<file path="src/rtl/opu_pkg.sv">
package opu_pkg;
    localparam int DATA_W = 16;
    localparam int NREG   = 8;
    localparam int RA_W   = $clog2(NREG);
    localparam int IMM_W  = 5;

    typedef enum logic [3:0] {
        OPC_ADD = 4'b0001,
        OPC_AND = 4'b0101,
        OPC_NOT = 4'b1001
    } opc_e;

    typedef enum logic [1:0] {
        FL_NEG,
        FL_ZERO,
        FL_POS
    } flag_state_e;

    typedef struct packed {
        logic [3:0]   opc;
        logic [2:0]   dst;
        logic [2:0]   src1;
        logic         imm_sel;
        logic [4:0]   low;
    } op_word_t;
endpackage

</file>
<file path="src/rtl/opu_regfile.sv">
module opu_regfile
    import opu_pkg::*;
#(
    parameter int DW = DATA_W,
    parameter int NR = NREG,
    localparam int AW = $clog2(NR)
) (
    input  logic          clk,
    input  logic          rst_n,
    input  logic          we,
    input  logic [AW-1:0] waddr,
    input  logic [DW-1:0] wdata,
    input  logic [AW-1:0] ra_a,
    input  logic [AW-1:0] ra_b,
    input  logic [AW-1:0] ra_obs,
    output logic [DW-1:0] rdata_a,
    output logic [DW-1:0] rdata_b,
    output logic [DW-1:0] rdata_obs
);
    logic [DW-1:0] cells [NR];

    for (genvar gi = 0; gi < NR; gi++) begin : g_cell
        always_ff @(posedge clk) begin
            if (!rst_n) begin
                cells[gi] <= '0;
            end else if (we && (waddr == AW'(gi))) begin
                cells[gi] <= wdata;
            end
        end
    end

    assign rdata_a   = cells[ra_a];
    assign rdata_b   = cells[ra_b];
    assign rdata_obs = cells[ra_obs];
endmodule

</file>
<file path="src/rtl/opu_alu.sv">
module opu_alu
    import opu_pkg::*;
#(
    parameter int DW = DATA_W,
    parameter int IW = IMM_W
) (
    input  logic [15:0]   word,
    input  logic [DW-1:0] opnd_a,
    input  logic [DW-1:0] opnd_b,
    output logic [DW-1:0] result,
    output logic          legal
);
    op_word_t      f;
    logic [DW-1:0] imm_ext;
    logic [DW-1:0] second;

    assign f       = op_word_t'(word);
    assign imm_ext = {{(DW-IW){f.low[IW-1]}}, f.low[IW-1:0]};
    assign second  = f.imm_sel ? imm_ext : opnd_b;

    always_comb begin
        result = '0;
        legal  = 1'b0;
        unique case (opc_e'(f.opc))
            OPC_ADD: begin
                result = opnd_a + second;
                legal  = 1'b1;
            end
            OPC_AND: begin
                result = opnd_a & second;
                legal  = 1'b1;
            end
            OPC_NOT: begin
                result = ~opnd_a;
                legal  = 1'b1;
            end
            default: begin
                result = '0;
                legal  = 1'b0;
            end
        endcase
    end
endmodule

</file>
<file path="src/rtl/opu_nzp.sv">
module opu_nzp
    import opu_pkg::*;
#(
    parameter int DW = DATA_W
) (
    input  logic          clk,
    input  logic          rst_n,
    input  logic          wr_en,
    input  logic [DW-1:0] wr_val,
    output logic          is_neg,
    output logic          is_zero,
    output logic          is_pos
);
    flag_state_e state_q, state_d;

    always_comb begin
        state_d = state_q;
        if (wr_en) begin
            if (wr_val[DW-1])        state_d = FL_NEG;
            else if (wr_val == '0)   state_d = FL_ZERO;
            else                     state_d = FL_POS;
        end
    end

    always_ff @(posedge clk) begin
        if (!rst_n) state_q <= FL_ZERO;
        else        state_q <= state_d;
    end

    always_comb begin
        is_neg  = 1'b0;
        is_zero = 1'b0;
        is_pos  = 1'b0;
        unique case (state_q)
            FL_NEG:  is_neg  = 1'b1;
            FL_ZERO: is_zero = 1'b1;
            FL_POS:  is_pos  = 1'b1;
            default: is_zero = 1'b1;
        endcase
    end
endmodule

</file>
<file path="src/rtl/opu_core.sv">
module opu_core
    import opu_pkg::*;
#(
    parameter int DW = DATA_W,
    parameter int NR = NREG,
    localparam int AW = $clog2(NR)
) (
    input  logic          clk,
    input  logic          rst_n,
    input  logic          instr_valid,
    input  logic [15:0]   instr,
    input  logic          ld_we,
    input  logic [AW-1:0] ld_addr,
    input  logic [DW-1:0] ld_data,
    input  logic [AW-1:0] rd_addr,
    output logic [DW-1:0] rd_data,
    output logic          flag_n,
    output logic          flag_z,
    output logic          flag_p
);
    op_word_t      f;
    logic [DW-1:0] src_a, src_b, alu_out;
    logic          alu_legal, op_fire;
    logic          wr_en;
    logic [AW-1:0] wr_addr;
    logic [DW-1:0] wr_data;

    assign f = op_word_t'(instr);

    opu_regfile #(.DW(DW), .NR(NR)) u_rf (
        .clk       (clk),
        .rst_n     (rst_n),
        .we        (wr_en),
        .waddr     (wr_addr),
        .wdata     (wr_data),
        .ra_a      (f.src1[AW-1:0]),
        .ra_b      (f.low[AW-1:0]),
        .ra_obs    (rd_addr),
        .rdata_a   (src_a),
        .rdata_b   (src_b),
        .rdata_obs (rd_data)
    );

    opu_alu #(.DW(DW)) u_alu (
        .word   (instr),
        .opnd_a (src_a),
        .opnd_b (src_b),
        .result (alu_out),
        .legal  (alu_legal)
    );

    // Operate result takes the write port over a concurrent load.
    assign op_fire = instr_valid && alu_legal;
    assign wr_en   = op_fire || ld_we;
    assign wr_addr = op_fire ? f.dst[AW-1:0] : ld_addr;
    assign wr_data = op_fire ? alu_out : ld_data;

    opu_nzp #(.DW(DW)) u_flags (
        .clk     (clk),
        .rst_n   (rst_n),
        .wr_en   (wr_en),
        .wr_val  (wr_data),
        .is_neg  (flag_n),
        .is_zero (flag_z),
        .is_pos  (flag_p)
    );
endmodule

</file>
<file path="config.mk">
export PLATFORM = sky130hd
export DESIGN_NAME = opu_core
export DESIGN_NICKNAME = d
export VERILOG_FILES = /design/src/rtl/opu_pkg.sv /design/src/rtl/opu_regfile.sv /design/src/rtl/opu_alu.sv /design/src/rtl/opu_nzp.sv /design/src/rtl/opu_core.sv
export SDC_FILE = /design/constraint.sdc
export NUM_CORES = 1
export LEC_CHECK = 0
export CAP_MARGIN = 25
export CORE_MARGIN = 2
export CORE_UTILIZATION = 36
export CTS_CLUSTER_DIAMETER = 80
export CTS_CLUSTER_SIZE = 28
export DETAILED_ROUTE_END_ITERATION = 8
export DONT_BUFFER_PORTS = 1
export PLACE_DENSITY = 0.5
export SLEW_MARGIN = 40
export SYNTH_ARGS = -nofsm -noshare
export SYNTH_HDL_FRONTEND = slang
export SYNTH_SLANG_ARGS = --single-unit
</file>
<file path="constraint.sdc">
create_clock -name clk -period 7 [get_ports clk]
set_clock_uncertainty 0.1 [all_clocks]
set_input_delay 0.35 -clock clk [delete_from_list [all_inputs] [get_ports clk]]
set_output_delay 0.35 -clock clk [all_outputs]
set_load 0.03 [all_outputs]
</file>
Yosys cells after proc, flatten, opt, wreduce, memory -nomap -nowiden
Memory sizes are Yosys's and may differ from the RTL's.
Index checks and enable logic that the tools add are counted.

storage, ports and cells
  flip-flop bits (word level) = 2
  latch bits = 0
  bits in writable memories = 128
  memory bits (read-only) = 0
  bits of input ports = 42
  output and inout bits = 19
  logic and storage cells = 82
  memories = 1

cells by class
  $add $sub $neg = 1
  multiply operators = 0
  divide/modulo/power cells = 0
  order comparisons = 0
  eq/ne operators = 11
  shifts and indexed selects = 0
  muxes and demuxes = 43
  bitwise gates (word level) = 10
  reductions and logical operators = 15

memories
  name        depth  bits a word  rd ports  clocked after memory_dff  write ports  RTL line           source
  u_rf.cells  8      16           3         0                         8            opu_regfile.sv:20  logic [DW-1:0] cells [NR];

operator list
  cell                count
  $mux 16             10
  $pmux 16 s3         1
  $mux 1              29
  $add 16x16->16      1
  $and 16x16->16      1
  $logic_not 16->1    1
  $not 16->16         1
  $eq 3x3->1 const B  4
  $logic_and 1x1->1   9
  $or 1x1->1          8
  $eq 3x2->1 const B  2
  $eq 4x1->1 const B  1
  $eq 4x3->1 const B  1
  $eq 4x4->1 const B  1
  $mux 2              2
  $eq 3x1->1 const B  1
  $logic_not 3->1     1
  $mux 3              1
  $reduce_or 3->1     1
  $eq 2x2->1 const B  1
  $logic_not 2->1     1
  $reduce_or 2->1     1
  $logic_or 1x1->1    1

Longest topological paths before layout
Gate-level depths: netlist of run 1.

  depth after elaboration = 11
  gate-level depth with buffers = 18
  depth with buffers taken out = 14

Hierarchy
From an unflattened synthesis of run 1, not the netlist that was laid out.

second synthesis, totals
  cells, all modules = 735
  area total of the unflattened synthesis = 9744.3 µm²

modules (own cells, without submodules)
  module       instances  cells each  area each (µm²)  seq. area each (µm²)
  opu_regfile  1          488         7951.4           3843.7
  opu_alu      1          207         1348.8           0.0
  opu_core     1          23          320.3            0.0
  opu_nzp      1          17          123.9            40.0

Worst setup path before layout of run 1
No wires, ideal clock.

  path type = input port to flip-flop
  from = in instr[0]
  to = reg u_flags.state_q[1]
  library setup time = 0.115 ns
  arrival = 4.323 ns
  required time = 6.785 ns
  setup slack = 2.463 ns
  stages = 17
  path buffers = 3
  cell sequence = clkbuf_1 buf_1 mux4_2 nor2b_1 a211oi_1 nor2_1 ha_1 clkbuf_1 a21oi_1 nor2_1 o221a_2 o31ai_2 a31oi_2 o32ai_4 nor4b_2 nand4b_1 o21ba_1

between the ends
  word-level cells in the longest chain between the ends = 8
  elaborated cells between the ends (all ways) = 9
  classes of those cells = add/sub: 1; mux: 5; bitwise: 1; reduce/logical: 1; memory: 1

ends and longest elaborated chain
  element                                                  RTL line                      source
  from (decl)                                              opu_core.sv:11                input logic [15:0] instr,
  $mem_v2 8x16                                             n/a
  $mux 16 *                                                opu_alu.sv:19                 assign second = f.imm_sel ? imm_ext : opnd_b;
  $add 16x16->16 / $and 16x16->16 (equally long branches)  opu_alu.sv:26, opu_alu.sv:30
  $pmux 16 s3 *                                            opu_alu.sv:24                 unique case (opc_e'(f.opc))
  $mux 16 *                                                opu_core.sv:56                assign wr_data = op_fire ? alu_out : ld_data;
  $logic_not 16->1                                         opu_nzp.sv:20                 else if (wr_val == '0) state_d = FL_ZERO;
  $mux 2                                                   opu_nzp.sv:20
  $mux 2 *                                                 opu_nzp.sv:19                 if (wr_val[DW-1]) state_d = FL_NEG;
  to (signal assigned)                                     opu_nzp.sv:27                 else state_q <= state_d;
  to (decl)                                                opu_nzp.sv:14                 flag_state_e state_q, state_d;

Mark *: on every way between the ends. The rest lies on a longest branch, timed or not.
A chain may end at the register's enable or synchronous reset.

==> summary.txt, run 1 <==
CTS
  • Postcts setup bufs: 0
  • CTS clk-pin slew, worst paths: roughly 60 ps
  • CTS tree: done
  • Clock root buffer: clkbuf_16
  • # hold bufs at CTS: 0
  • Maximum root-to-sink buffer count: 2
  • Post-CTS resize count: 0
  • H-tree depth: 4
  • Sink Count: 130
  • CTS buffer count: 17
  • Worst skew pair latency: 430 ps

STA
  • Final max-slew violation count: 0
  • RSZ-0062 raised after global routing: false
  • Slew @ Worst Pin: 824 ps
  • Slew HR: 45.1%
  • Worst hold margin: 42.8 ps
  • Final worst path period share: 66.4%
  • Final Setup Violations: 0
  • Top achievable clock speed: approximately 0.22 GHz
  • Setup TNS: 0 ps
  • Crit path setup slack, layout: 2350 ps
  • Final hold violations: 0
  • Period minus WS final: ~4700 ps

Worst setup path
  • CP max stage delay: 550 ps
  • CP Data Required Time: 7220 ps
  • Crit path capture type: register
  • CP startpoint: u_rf.cells[0][4]$_SDFFCE_PN0P_
  • Worst R2R Path Depth: 14
  • R2R setup slack: 2350 ps
  • Critical path depth: 14
  • Reg2reg end: u_flags.state_q[1]$_SDFFE_PN0P_
  • Crit start category: register
  • Crit path DAT: between 4000 and 5000 ps
  • WP buf/inv: 0
  • Crit path capture: u_flags.state_q[1]$_SDFFE_PN0P_
  • WS Path Type: register to register
  • Critical-path cell list: mux4_2, nor2b_1, a211oi_1, nor2_1, ha_1, a21oi_1, nand2_1, o211a_1, o31ai_2, a31oi_2, o32ai_4, nor4b_2, nand4b_1, o21ba_1
  • Crit path max fanout: 9
  • Critical-path cell with the highest stage delay: o32ai_4
  • FF-to-FF Start: u_rf.cells[0][4]$_SDFFCE_PN0P_
  • Largest delay share family, worst path: compound AO/OA/AOI/OAI gates

Placed design
  • Post-DP HPWL: 19,900 um
  • Port buffer count: 0
  • Setup slack after placement: roughly 2500 ps
  • Placer Congestion: 0.876

Logic synthesis
  • Ys async rst share: 0%
  • Area share of the largest cell type after synthesis: 41.9%
  • Post-synth cell types: 75
  • Register area share after synthesis: 42.4%
  • Count leader, synth: nor2_1
  • Top post-synthesis cells by area: edfxtp_1 42%, mux4_2 19%, nor2_1 6.5%
  • Yosys warning count: 0
  • Cell taking the most area after synthesis: edfxtp_1
  • Synth Flop Type: edfxtp_1
  • Post-synth design cell area: 0.00917 mm^2
  • Post-Synthesis Cells: 747
  • Syn_nets: 806
  • Syn Area/Cell: 12.3 um^2
  • Synth top cells by count: 160 x nor2_1, 128 x edfxtp_1, 77 x mux4_2
  • EDFF count, synth: 128
  • Post-synthesis register bit count: 130

Floorplan
  • Die Width: between 150 and 200 um
  • Die height: 164 um
  • Die area: 0.0268 mm^2
  • IO Pins: a little over 60
  • Core area: 0.0251 mm^2
  • Initial Utilization: 36.5%
  • Cell Rows: 58

Global routing
  • Initial antenna violation count: 0
  • Total GRT Usage: 23.8%
  • Vias in the first global route: 6,838
  • Global route overflow: 0
  • Pin count of the biggest net entering global routing: 37
  • First-pass GRT wire length: 45,200 um

Detailed routing
  • Vias/cell: 6.47
  • Avg WL per Cell: 29.4 um
  • First-iteration detailed-routing DRC count: between 800 and 900
  • DRC viols: 0
  • Via Count: 6,861
  • Drt first pass iters: 5
  • Final wirelength: 31,200 um
  • Final antenna-violating net count: 0

Cells and area
  • Synth-to-Final Area Change: 9.20%
  • Post-layout util: 39.9%
  • NumNets Final: a little under 800
  • Fraction of final layout cells sized beyond drive strength 1: 25.2%
  • Antenna diode count: 0

Flow run
  • Maxcap violations: 0

Status
  • Status: completed

Worst hold path
  • Min-Delay Path Class: input port to register
  • Hold Crit Depth: 2

Power
  • Tot Pwr: about 2.2 mW
  • Leak: 3.51 nW
  • Worst VDD drop: 125 uV
  • Pwr per Cell Area: between 200 and 250 mW/mm^2
-- layer usage --
layer | up-vias | global-route usage [%] | part of all wire (%)
met1 | 3533 | 33.2 | 41
met2 | 394 | 36.9 | 46
met4 | 0 | 8.29 | 2.4
met5 | - | 0 | 0
li1 | 2884 | - | -
met3 | 50 | 4.88 | 9.9
-- logic make-up (layout without fill, tap and decap cells) --
| group | Yosys count | after routing | share of synthesized area (%) |
|---|---|---|---|
| simple gates | 259 | 259 | 12.7 |
| compound gates | 136 | 136 | 10.9 |
| mux | 131 | 131 | 27.5 |
| flops | 130 | 130 | 42.4 |
| buf+inv | 69 | 53 | 3.63 |
| fa+ha+maj | 17 | 17 | 2.40 |
| xor+xnor | 5 | 5 | 0.478 |
-- how the worst min path moves through the flow --
stage                                     from                              end  slack, ps
5_1_grt                                  rst_n  u_flags.state_q[0]$_SDFFE_PN1P_         30
2_1_floorplan  u_flags.state_q[0]$_SDFFE_PN1P_  u_flags.state_q[0]$_SDFFE_PN1P_        400
3_5_place_dp                             rst_n  u_flags.state_q[0]$_SDFFE_PN1P_        470
3_3_place_gp                             rst_n  u_flags.state_q[0]$_SDFFE_PN1P_        460
6_report                                 rst_n  u_flags.state_q[0]$_SDFFE_PN1P_         40
4_1_cts                                  rst_n  u_flags.state_q[0]$_SDFFE_PN1P_         30
-- cells in the final DEF, fill, tap and decap left out, types with 6 or more instances in the layout --
master and n:
a211oi_1 19, a21oi_1 13, buf_4 13, clkbuf_16 17, edfxtp_1 128, ha_1 16
inv_1 8, mux2_2 28, mux2i_1 11, mux4_1 13, mux4_2 77, nand2_1 28
nand3_1 8, nand3_2 6, nor2_1 160, nor2b_1 20, nor3_1 7, o211ai_1 9
o21a_1 6, o21ai_0 27, o21ai_2 10
-- registers in the layout, indices dropped and copies added (netlist names) --
name,flops
u_flags.state_q,2
u_rf.cells,128
-- report_power, final --
part / internal [mW] / total (mW) / switching [mW] / leakage [nW]
clock: 0.483 / 0.821 / 0.338 / 0.261
sequential: 0.905 / 0.939 / 0.0346 / 1.32
combinational: 0.194 / 0.447 / 0.253 / 1.92
total: 1.58 / 2.21 / 0.626 / 3.51
-- layout make-up --
cell class	count	area, um^2
multi-input combinational	548	5040
tap	330	413
timing repair buffer	13	97.6
inverter	8	30.0
sequential	130	3880
clock inverter	15	119
clock buffer	17	425
fill	2434	15100
-- worst reg2reg max path: stages (launching register included) --
cell and delay (ps):
edfxtp_1 420, mux4_2 460, nor2b_1 140, a211oi_1 510
nor2_1 90, ha_1 410, a21oi_1 180, nand2_1 120
o211a_1 270, o31ai_2 370, a31oi_2 190, o32ai_4 550
nor4b_2 360, nand4b_1 180, o21ba_1 210
-- stage by stage --
stage,instance area [um^2],cells
2_1_floorplan,9170,747
3_3_place_gp,9410,1029
3_5_place_dp,9460,1029
4_1_cts,10000,1061
5_1_grt,10000,1061
6_report,10000,1061
Power figures use the tool's default switching activity.
==> inputs of run 2 (changes only) <==
clock period = 4.5 ns   (was 7 ns; I/O delays follow)
==> run 2 against run 1 <==
Net effect:
- clock power up 84%
- first-iteration DRC count down 4.3%
- critical path depth down 1
- die area unchanged
- largest cell class unchanged
==> summary.txt, run 2 (synthesis gave the netlist of run 1 again) <==
CTS
  • Maximum root-to-sink buffer count: 2
  • Sink Count: 130
  • CTS tree: done
  • Clock root buffer: clkbuf_16
  • Worst skew pair latency: 420 ps
  • CTS clk-pin slew, worst paths: 60 ps
  • Postcts setup bufs: 0
  • CTS buffer count: 17
  • H-tree depth: 4

Detailed routing
  • Drt first pass iters: 5
  • First-iteration detailed-routing DRC count: roughly 800
  • DRC viols: 0
  • Via Count: around 6,900
  • Avg WL per Cell: roughly 28 um
  • Final antenna-violating net count: 0
  • Final wirelength: approximately 31,000 um
  • Vias/cell: approximately 6.4

Worst hold path
  • Min-Delay Path Class: input port to register
  • Min-delay src: ld_data[2]

STA
  • Slew HR: 46.9%
  • Final Setup Violations: 0
  • Period minus WS final: 4210 ps
  • Final worst path period share: 93.4%
  • Final max-slew violation count: 0
  • Top achievable clock speed: 0.238 GHz
  • Setup TNS: 0 ps
  • Slew @ Worst Pin: roughly 800 ps
  • RSZ-0062 raised after global routing: false
  • Final hold violations: 0

Power
  • Tot Pwr: 3.68 mW
  • Pwr per Cell Area: 360 mW/mm^2
  • Worst VDD drop: 217 uV
  • Leak: 3.64 nW

Floorplan
  • Core area: 0.0251 mm^2
  • Die height: 164 um
  • Cell Rows: between 50 and 60
  • Die Width: 164 um
  • IO Pins: 61
  • Initial Utilization: between 30% and 40%
  • Die area: 0.0268 mm^2

Cells and area
  • Fraction of final layout cells sized beyond drive strength 1: between 20% and 30%
  • Synth-to-Final Area Change: 11.5%
  • NumNets Final: roughly 800
  • Multi-input gate area: between 0.004 and 0.005 mm^2
  • Most frequent cells in the layout: 160 x nor2_1, 128 x edfxtp_1, 77 x mux4_2
  • Top reg by flops: u_rf.cells
  • Commonest non-fill, non-tap cell in the layout: nor2_1
  • Post-layout util: 40.7%
  • Antenna diode count: 0
  • FF+latch area: between 0.003 and 0.004 mm^2
  • # fillers: 2,388
  • Cell area after layout: 0.0102 mm^2
  • Max FFs per register: 128
  • Largest registers: u_rf.cells x128, u_flags.state_q x2

Global routing
  • Top Usage Layer GRT: met2
  • First-pass GRT wire length: 44,800 um
  • Met1 Use GR: 29.9%
  • Global route overflow: 0
  • Pin count of the biggest net entering global routing: 37
  • Initial antenna violation count: 0
  • Met2 usage: 38.3%
  • Met3 Track Usage GR: 6.09%
  • Vias in the first global route: 7,025
  • Total GRT Usage: 23.5%

Flow run
  • Maxcap violations: 0

Worst setup path
  • FF-to-FF Start: u_rf.cells[2][0]$_SDFFCE_PN0P_
  • CP startpoint: u_rf.cells[2][0]$_SDFFCE_PN0P_
  • Crit path max fanout: 3
  • Crit start category: register
  • WS Path Type: register to register
  • Crit path capture type: register
  • CP Data Required Time: between 4000 and 5000 ps
  • Crit path DAT: 4410 ps

Placed design
  • Placer Congestion: between 0.8 and 0.9
  • Port buffer count: 0
  • Post-DP HPWL: 19,800 um
  • Post-DP Area: around 0.0096 mm^2

Status
  • Status: completed
==> run 2: critical path: stages (launching register included) <==
cell and delay (ps):
edfxtp_1 400, mux4_1 500, mux2_2 290, ha_1 230, fa_1 490, a211oi_1 290, nor2_1 150, a211oi_1 360
xor2_1 190, o21a_1 240, o2111ai_1 200, nor4b_2 330, nand4b_1 150, o21ba_1 190
==> run 2: stage by stage <==
step,hold slack (ps),instances,setup WS (ps)
4_1_cts,69.2,1081,304
3_3_place_gp,329,1048,310
6_report,88.5,1081,295
5_1_grt,97.9,1081,18.6
3_5_place_dp,343,1048,339
2_1_floorplan,389,747,87.5
==> run 2: per-layer routing <==
| layer | up-vias | part of all wire [%] |
|---|---|---|
| met5 | - | 0 |
| met4 | 0 | 3.4 |
| met3 | 75 | 8.5 |
| met2 | 343 | 48 |
| met1 | 3582 | 40 |
| li1 | 2931 | - |
==> run 2: layout make-up <==
| class | instances | area share [%] |
|---|---|---|
| inverters | 8 | 0.294 |
| clock buffers | 18 | 4.20 |
| repair buffers | 34 | 2.55 |
| multi-input cells | 548 | 48.9 |
| flip-flops and latches | 130 | 38.0 |
| well taps | 330 | 4.04 |
| clock inverters | 13 | 2.04 |
==> run 2: final timing paths <==
check,end,slack [ps],depth (start not counted)
hold reg to reg,u_flags.state_q[1]$_SDFFE_PN0P_,720,4
setup / recovery,u_flags.state_q[1]$_SDFFE_PN0P_,290,13
hold / removal,u_rf.cells[6][2]$_SDFFCE_PN0P_,90,2
setup reg to reg,u_flags.state_q[1]$_SDFFE_PN0P_,290,13
==> run 2: what timing repair did <==
action	in CTS	in global routing
endpoints found under the hold margin	3	0
hold buffers	2	0
resized for setup	0	2
endpoints found under the setup margin	0	2
==> run 2: where the power goes <==
group,switching [mW],internal [mW]
Combinational,0.392,0.314
Sequential,0.0531,1.41
Clock,0.532,0.982
Total,0.977,2.70
==> inputs of run 3 (changes only) <==
clock period = 4.8 ns   (was 4.5 ns; I/O delays follow)
==> run 3 against run 2 <==
Net effect:
- sequential power is 6% lower
- critical path depth grew 1
- flip-flop and latch count is the same
- worst setup slack improved by 30 ps
- utilization is 0.18 points lower
==> summary.txt, run 3 (synthesis gave the netlist of run 1 again) <==
Status
  • Status: completed

CTS
  • CTS tree: done
  • Sink Count: 130
  • Postcts setup bufs: 0
  • Worst skew pair latency: 420 ps
  • CTS buffer count: 17
  • CTS clk-pin slew, worst paths: ~60 ps
  • # hold bufs at CTS: 2
  • Clock root buffer: clkbuf_16
  • Maximum root-to-sink buffer count: 2
  • H-tree depth: 4
  • Post-CTS resize count: 0

Power
  • Pwr per Cell Area: 336 mW/mm^2
  • Share of total power in the clock network: 40.8%
  • P_sw: roughly 0.94 mW
  • Comb power frac: 19.2%
  • P_int: 2.48 mW
  • Tot Pwr: 3.42 mW
  • Part of the power in registers: 40.0%
  • Leak: 3.62 nW
  • Sw Share: 27.4%
  • Worst VDD drop: between 200 and 250 uV

Cells and area
  • Antenna diode count: 0
  • Most frequent cells in the layout: 160 x nor2_1, 128 x edfxtp_1, 77 x mux4_2
  • Max FFs per register: 128
  • Largest registers: u_rf.cells x128, u_flags.state_q x2
  • Fraction of final layout cells sized beyond drive strength 1: 25.7%
  • NumNets Final: 793
  • Synth-to-Final Area Change: 11.0%
  • Commonest non-fill, non-tap cell in the layout: nor2_1
  • Top reg by flops: u_rf.cells

STA
  • Setup TNS: 0 ps
  • Top achievable clock speed: ~0.22 GHz
  • Final hold violations: 0
  • Period minus WS final: 4480 ps
  • RSZ-0062 raised after global routing: false
  • Final max-slew violation count: 0
  • Slew @ Worst Pin: between 800 and 900 ps
  • Final worst path period share: ~93%
  • Final Setup Violations: 0
  • Slew HR: about 42%

Detailed routing
  • First-iteration detailed-routing DRC count: 937
  • Via Count: 6,948
  • Drt first pass iters: 5
  • Final antenna-violating net count: 0
  • DRC viols: 0
  • Vias/cell: 6.45
  • Avg WL per Cell: 29.1 um
  • Final wirelength: 31,300 um

Placed design
  • Placer Congestion: ~0.9
  • Port buffer count: 0
  • Post-DP HPWL: 20,100 um

Worst setup path
  • WS Path Type: register to register
  • Crit path capture type: register
  • Crit path DAT: 4690 ps
  • Crit start category: register
  • CP Data Required Time: 5020 ps
  • Crit path max fanout: 9

Flow run
  • Maxcap violations: 0

Global routing
  • Total GRT Usage: approximately 24%
  • Met2 usage: between 30% and 40%
  • Pin count of the biggest net entering global routing: 37
  • Global route overflow: 0
  • Initial antenna violation count: 0
  • Met3 Track Usage GR: between 6 and 7%
  • Top Usage Layer GRT: met2
  • First-pass GRT wire length: 46,200 um
  • Met1 Use GR: 32.5%
  • Vias in the first global route: 6,989

Worst hold path
  • Min-Delay Path Class: input port to register

Floorplan
  • Die Width: roughly 160 um
  • Initial Utilization: 36.5%
  • Core area: 0.0251 mm^2
  • Cell Rows: 58
  • IO Pins: 61
  • Die height: 164 um
  • Die area: 0.0268 mm^2
-- run 3: cell types whose count changed in the layout (fill, tap and decap cells not counted), sizes merged --
| cell | delta |
|---|---|
| inv | +2 |
| clkinv | +1 |
| bufinv | -1 |
| clkbuf | -1 |
| buf | -5 |
-- run 3: area by class of cell --
type                       count  area [um^2]
clock buffer                  17          425
clock inverter                15          206
fill                        2408        14900
inverter                       8         30.0
multi-input combinational    548         5000
sequential                   130         3880
tap                          330          413
timing repair buffer          29          223
-- run 3: stage by stage --
step / util, % / hold WS, ps / instances / worst slack (ps) / cell area [um^2]
after floorplan: - / 400 / 747 / 373 / 9170
after global placement: 37.9 / 360 / 1043 / 389 / 9520
after detailed placement: 37.9 / 352 / 1043 / 417 / 9520
after CTS: 40.5 / 32.2 / 1077 / 402 / 10200
after global routing: 40.5 / 36.0 / 1077 / 80.8 / 10200
final: 40.5 / 36.7 / 1077 / 325 / 10200
-- run 3: per-layer routing --
layer	part of all wire, %	vias to the layer above	wire [um]
met5	0	-	0
met4	2.5	0	788
met3	11	58	3340
met2	47	414	14800
met1	40	3551	12400
li1	-	2925	-
-- run 3: power groups by stage --
stage	combinational [mW]	clock (mW)	sequential, mW
after CTS	0.653	1.41	1.37
after global placement	0.646	0	1.38
after detailed placement	0.648	0	1.39
after global routing	0.706	1.47	1.38
final	0.658	1.40	1.37
after floorplan	0.536	0	1.37
-- run 3: worst paths after layout --
check / start / to / slack [ps] / cells after the start
worst max-delay path: u_rf.cells[0][5]$_SDFFCE_PN0P_ / u_flags.state_q[1]$_SDFFE_PN0P_ / 320 / 14
worst min-delay path: rst_n / u_rf.cells[4][1]$_SDFFCE_PN0P_ / 40 / 2
worst max register to register: u_rf.cells[0][5]$_SDFFCE_PN0P_ / u_flags.state_q[1]$_SDFFE_PN0P_ / 320 / 14
worst min register to register: u_flags.state_q[1]$_SDFFE_PN0P_ / u_flags.state_q[1]$_SDFFE_PN0P_ / 770 / 4
-- run 3: worst max-delay path: stages, from the launching register on --
cell and delay, ps:
edfxtp_1 410, mux4_2 470, nor2b_1 150, a211oi_1 500
nor2_1 120, ha_1 430, nand4_1 150, nor2_1 80
o211a_1 140, o31ai_2 390, a31oi_2 200, o32ai_4 510
nor4b_2 340, nand4b_1 160, o21ba_1 200
